## src/rtl/icmp_pkg.sv

```systemverilog
package icmp_pkg;
  localparam int unsigned INSTR_W = 64;
  localparam int unsigned PIDX_W  = 3;

  typedef enum logic [2:0] {
    C_FALSE = 3'd0, C_LT = 3'd1, C_EQ = 3'd2, C_LE = 3'd3,
    C_GT = 3'd4, C_NE = 3'd5, C_GE = 3'd6, C_TRUE = 3'd7
  } cond_e;

  typedef enum logic [1:0] {
    K_AND = 2'd0, K_OR = 2'd1, K_XOR = 2'd2, K_PASS = 2'd3
  } comb_e;

  typedef struct packed {
    logic [PIDX_W-1:0] pri;
    logic [PIDX_W-1:0] sec;
    logic [PIDX_W-1:0] src;
    logic              src_neg;
    comb_e             comb;
    logic              sgn;
    cond_e             cond;
  } dec_t;

  function automatic dec_t decode(input logic [INSTR_W-1:0] w);
    dec_t d;
    d.sec     = w[2:0];
    d.pri     = w[5:3];
    d.src     = w[41:39];
    d.src_neg = w[42];
    d.comb    = comb_e'(w[46:45]);
    d.sgn     = w[48];
    d.cond    = cond_e'(w[51:49]);
    return d;
  endfunction
endpackage

```

## src/rtl/icmp_compare.sv

```systemverilog
module icmp_compare
  import icmp_pkg::*;
#(
  parameter int unsigned DATA_W = 32
) (
  input  logic [DATA_W-1:0] a_i,
  input  logic [DATA_W-1:0] b_i,
  input  logic              sgn_i,
  input  cond_e             cond_i,
  output logic              res_o
);
  logic lt, eq;

  always_comb begin
    eq = (a_i == b_i);
    lt = sgn_i ? ($signed(a_i) < $signed(b_i)) : (a_i < b_i);
    unique case (cond_i)
      C_FALSE: res_o = 1'b0;
      C_LT:    res_o = lt;
      C_EQ:    res_o = eq;
      C_LE:    res_o = lt | eq;
      C_GT:    res_o = ~(lt | eq);
      C_NE:    res_o = ~eq;
      C_GE:    res_o = ~lt;
      default: res_o = 1'b1;
    endcase
  end
endmodule

```

## src/rtl/pred_combine.sv

```systemverilog
module pred_combine
  import icmp_pkg::*;
(
  input  logic  cmp_i,
  input  logic  src_i,
  input  comb_e comb_i,
  output logic  pri_o,
  output logic  sec_o
);
  logic [1:0] term, res;
  assign term = {~cmp_i, cmp_i};

  for (genvar g = 0; g < 2; g++) begin : g_lane
    always_comb begin
      unique case (comb_i)
        K_AND:   res[g] = term[g] & src_i;
        K_OR:    res[g] = term[g] | src_i;
        K_XOR:   res[g] = term[g] ^ src_i;
        default: res[g] = term[g];
      endcase
    end
  end

  assign pri_o = res[0];
  assign sec_o = res[1];
endmodule

```

## src/rtl/pred_file.sv

```systemverilog
module pred_file #(
  parameter int unsigned NPRED  = 8,
  localparam int unsigned IDX_W = $clog2(NPRED)
) (
  input  logic             clk_i,
  input  logic             rst_ni,
  input  logic             we0_i,
  input  logic [IDX_W-1:0] wa0_i,
  input  logic             wd0_i,
  input  logic             we1_i,
  input  logic [IDX_W-1:0] wa1_i,
  input  logic             wd1_i,
  input  logic [IDX_W-1:0] ra_i,
  output logic             rd_o,
  output logic [NPRED-1:0] all_o
);
  for (genvar i = 0; i < NPRED; i++) begin : g_ent
    if (i == NPRED - 1) begin : g_true
      assign all_o[i] = 1'b1;
    end else begin : g_reg
      logic q;
      // port 1 (secondary) has priority on a shared index
      always_ff @(posedge clk_i or negedge rst_ni) begin
        if (!rst_ni)                              q <= 1'b0;
        else if (we1_i && wa1_i == IDX_W'(i))     q <= wd1_i;
        else if (we0_i && wa0_i == IDX_W'(i))     q <= wd0_i;
      end
      assign all_o[i] = q;
    end
  end

  assign rd_o = all_o[ra_i];
endmodule

```

## src/rtl/icmp_pred_unit.sv

```systemverilog
module icmp_pred_unit
  import icmp_pkg::*;
#(
  parameter int unsigned DATA_W = 32,
  parameter int unsigned NPRED  = 8
) (
  input  logic               clk_i,
  input  logic               rst_ni,
  input  logic               valid_i,
  input  logic [INSTR_W-1:0] instr_i,
  input  logic [DATA_W-1:0]  opa_i,
  input  logic [DATA_W-1:0]  reg_b_i,
  input  logic [DATA_W-1:0]  cbuf_b_i,
  input  logic               b_sel_cbuf_i,
  output logic [NPRED-1:0]   pred_o,
  output logic               err_o
);
  localparam logic [PIDX_W-1:0] TRUE_IDX = PIDX_W'(NPRED - 1);

  dec_t              dec;
  logic [DATA_W-1:0] opb;
  logic              cmp, src_raw, src_p, pri_v, sec_v;
  logic              illegal, we_pri, we_sec, err_q;

  assign dec     = decode(instr_i);
  assign opb     = b_sel_cbuf_i ? cbuf_b_i : reg_b_i;
  assign src_p   = src_raw ^ dec.src_neg;
  assign illegal = valid_i && (dec.pri == TRUE_IDX);
  assign we_pri  = valid_i && !illegal;
  assign we_sec  = we_pri && (dec.sec != TRUE_IDX);

  icmp_compare #(.DATA_W(DATA_W)) u_cmp (
    .a_i(opa_i), .b_i(opb), .sgn_i(dec.sgn), .cond_i(dec.cond), .res_o(cmp)
  );

  pred_combine u_comb (
    .cmp_i(cmp), .src_i(src_p), .comb_i(dec.comb), .pri_o(pri_v), .sec_o(sec_v)
  );

  pred_file #(.NPRED(NPRED)) u_pf (
    .clk_i(clk_i), .rst_ni(rst_ni),
    .we0_i(we_pri), .wa0_i(dec.pri), .wd0_i(pri_v),
    .we1_i(we_sec), .wa1_i(dec.sec), .wd1_i(sec_v),
    .ra_i(dec.src), .rd_o(src_raw), .all_o(pred_o)
  );

  always_ff @(posedge clk_i or negedge rst_ni) begin
    if (!rst_ni) err_q <= 1'b0;
    else         err_q <= illegal;
  end
  assign err_o = err_q;
endmodule

```

## config.mk

```make
export PLATFORM = sky130hd
export DESIGN_NAME = icmp_pred_unit
export DESIGN_NICKNAME = d
export VERILOG_FILES = /design/src/rtl/icmp_pkg.sv /design/src/rtl/icmp_compare.sv /design/src/rtl/pred_combine.sv /design/src/rtl/pred_file.sv /design/src/rtl/icmp_pred_unit.sv
export SDC_FILE = /design/constraint.sdc
export NUM_CORES = 1
export LEC_CHECK = 0
export BUFFER_PORTS_ARGS = -buffer_cell sky130_fd_sc_hd__buf_4
export CORE_MARGIN = 3
export CORE_UTILIZATION = 41
export DETAILED_ROUTE_END_ITERATION = 6
export PLACE_DENSITY = 0.95
export SLEW_MARGIN = 40
export SYNTH_ARGS = -nofsm -noshare
export SYNTH_HDL_FRONTEND = slang
export SYNTH_SLANG_ARGS = --single-unit
```

## constraint.sdc

```tcl
create_clock -name clk_i -period 7.5 [get_ports clk_i]
set_clock_uncertainty 0.15 [all_clocks]
set_input_delay 1.5 -clock clk_i [delete_from_list [all_inputs] [get_ports clk_i]]
set_output_delay 1.5 -clock clk_i [all_outputs]
set_load 0.05 [all_outputs]
```

==> summary.md <==
| Metric | Value |
|---|---|
| Grt ovf | `0` |
| Gr usage total | `0.209` |
| Synth Cell Area | `1910 µm²` |
| Ys Warns | `0` |
| Synth top cells by count | `36 x ha_1, 33 x mux2i_1, 14 x a21oi_1` |
| Drt first pass iters | `4` |
| Vias in the first global route | `2203` |
| Peak VDD IR | `0.0000946 V` |
| Worst-Skew Late Latency | `0.24 ns` |
| WL per Instance | `15.6 µm` |
| Placement Setup Slack | `1.88 ns` |
| EDFF count, synth | `0` |
| Clock sinks | `8` |
| Largest net degree at the start of global routing | `33` |
| Total CTS buffers | `3` |
| Register area share after synthesis | `0.105` |
| Io pins | `173` |
| Placed cell area | `2820 µm²` |
| Syn_area_per_cell | `8.87 µm²` |
| Worst hold path depth | `2` |
| Crit Path Max Fanout | `32` |
| Ys flop type | `dfrtp_1` |
| Row Count | `24` |
| Setup violators final | `0` |
| Leakage | `1.49 nW` |
| Final-report hold violation count | `0` |
| Unique masters post-synth | `54` |
| Worst EP required | `7.45 ns` |
| Mapped Cells | `215` |
| R2r worst-path depth | `10` |
| Routed via count | `2150` |
| Total Negative Setup Slacks | `0 ns` |
| CTS tree | `built` |
| Drt initial violations | `92` |
| Worst setup path class | `primary input to register` |
| Share of cells above drive strength 1 | `0.435` |
| Post-DP HPWL | `5.18 mm` |
| Critical Path AT | `5.30 ns` |
| Antenna diode count | `0` |
| RSZ-0062 raised after global routing | `no` |
| Slack of the critical path | `2.15 ns` |
| Die H | `74.2 µm` |
| Initial antenna violation count | `0` |
| Final Cell Area | `2860 µm²` |
| Vias per cell | `5.64` |
| CP startpoint kind | `primary input` |
| Area delta synth->final | `50.1%` |
| CTS H-Tree Depth | `1` |
| Total Nets Final | `531` |
| Syn Nets | `415` |
| Fmax | `187 MHz` |
| Max clock buf depth | `2` |
| Max capacitance violation total | `0` |
| # port buffers | `123` |
| Die area | `5500 µm²` |
| Most common cell in the netlist | `ha_1` |
| Class of the worst hold path | `register to register` |
| Critical path capture point type | `register` |
| Post-CTS Setup Bufs | `0` |
| Run status | `completed` |
| Yosys reg bits | `8` |
| Cell taking the most area after synthesis | `ha_1` |
| RePlAce Congestion | `0.885` |
| Pwr per Cell Area | `127 nW/µm²` |
| Worst Max-Slew Pin Slew | `0.513 ns` |
| Worst-path clk slew | `0.04 ns` |
| Worst slew margin | `0.658` |
| Initial core utilization | `0.432` |
| Min cycle time layout | `5.35 ns` |
| Async set-reset flop share out of synthesis | `1.00` |
| Remaining DRCs | `0` |
| Share of the synthesized area in the top cell type | `0.236` |
| DIE WIDTH | `74.2 µm` |
| Hold buffer count at cts | `0` |
| Fin crit share | `0.714` |
| Max-slew violations | `0` |
| Ranking of synthesized cells by area | `ha_1 24%, mux2i_1 17%, dfrtp_1 10%` |
| Post-CTS sizing | `0` |
| Post-Route WL | `5.95 mm` |
| Clock Root Buffer | `clkbuf_8` |
| Post-route ant nets | `0` |
| Core box area | `4410 µm²` |
| First-pass GRT wire length | `9.30 mm` |
-- final timing paths --
| check | endpoint | start | slack [ns] |
|---|---|---|---|
| worst max-delay path | u_pf.g_ent[5].g_reg.q | b_sel_cbuf_i | 2.15 |
| worst min-delay path | u_pf.g_ent[5].g_reg.q | u_pf.g_ent[5].g_reg.q | 0.49 |
| worst max register to register | u_pf.g_ent[3].g_reg.q | u_pf.g_ent[0].g_reg.q | 4.78 |
| worst min register to register | u_pf.g_ent[5].g_reg.q | u_pf.g_ent[5].g_reg.q | 0.49 |
| max in group asynchronous | u_pf.g_ent[2].g_reg.q | rst_ni | 6.14 |
| min in group asynchronous | err_o | rst_ni | 0.93 |
-- registers in the layout (all words and copies together) (netlist names) --
register            cells
u_pf.g_ent.g_reg.q      7
err_o                   1
-- cell families (layout without fill, tap and decap cells) --
group                    Yosys count  count (layout)  share of synthesized area
adder cells (fa/ha/maj)           36              36                      0.236
buffers and inverters             16             130                     0.0472
flip-flops                         8               8                      0.105
AO/OA/AOI/OAI                     51              51                      0.200
XOR/XNOR                           1               1                    0.00459
AND/OR/NAND/NOR                   67              67                      0.214
multiplexers                      35              35                      0.191
other                              1               1                    0.00197
-- power breakdown --
| group | internal, mW | total, mW | switching (mW) | leakage, nW |
|---|---|---|---|---|
| logic | 0.114 | 0.243 | 0.128 | 1.37 |
| clock network | 0.0350 | 0.0541 | 0.0191 | 0.0216 |
| registers | 0.0547 | 0.0657 | 0.0110 | 0.0956 |
| total | 0.204 | 0.362 | 0.158 | 1.49 |
-- area by class of cell --
| class | count | area, µm² |
|---|---|---|
| Sequential cell | 8 | 200 |
| Tap cell | 52 | 65.1 |
| Inverter | 4 | 15.0 |
| Fill cell | 375 | 1550 |
| Timing Repair Buffer | 123 | 923 |
| Multi-Input combinational cell | 191 | 1620 |
| Clock buffer | 3 | 41.3 |
-- metal layers --
layer	track usage	routed length, µm	up-vias
met5	0	0	-
met4	0.0443	80	0
met3	0.0608	598	8
met2	0.375	2910	102
met1	0.245	2360	974
li1	-	-	1066
-- metrics by stage --
stage,hold slack [ns],power [mW],utilization,cells
finish,0.491,0.362,0.648,381
floorplan,0.388,0.229,-,215
CTS,0.484,0.363,0.648,381
detailed placement,0.475,0.308,0.639,378
global placement,0.441,0.298,0.639,378
global route,0.528,0.387,0.648,381
-- layout by cell type (no fill, tap or decap), types with 2 or more instances in the layout --
| cell | Yosys | routed |
|---|---|---|
| nand3_1 | 7 | 7 |
| ha_1 | 36 | 36 |
| a211oi_1 | 3 | 3 |
| nor2b_1 | 2 | 2 |
| nor3_1 | 4 | 4 |
| a31o_2 | 2 | 2 |
| o21ai_0 | 4 | 4 |
| a221o_1 | 2 | 2 |
| or2b_1 | 3 | 3 |
| nand2_1 | 12 | 12 |
| o22ai_1 | 4 | 4 |
| o21ai_1 | 2 | 2 |
| nor2_1 | 11 | 11 |
| o32ai_1 | 4 | 4 |
| inv_1 | 4 | 4 |
| nand2b_1 | 6 | 6 |
| dfrtp_1 | 8 | 8 |
| nand4_1 | 7 | 7 |
| clkbuf_8 | 0 | 3 |
| a21o_1 | 3 | 3 |
| and3_1 | 3 | 3 |
| a21oi_1 | 14 | 14 |
| mux2i_1 | 33 | 33 |
| buf_4 | 8 | 123 |
-- worst max-delay path, stage by stage --
cell and delay, ns:
buf_4 0.42, mux2i_1 0.28, ha_1 0.28, a21oi_1 0.17, o21ai_1 0.10, a221o_1 0.32, or3_1 0.40, and4_1 0.25
nor3_4 0.30, inv_1 0.11, ha_1 0.19, nor2_1 0.11, a21oi_1 0.06, o22a_1 0.20, o21ai_1 0.26, and3_2 0.26
o32ai_1 0.08
Power figures use the tool's default switching activity.
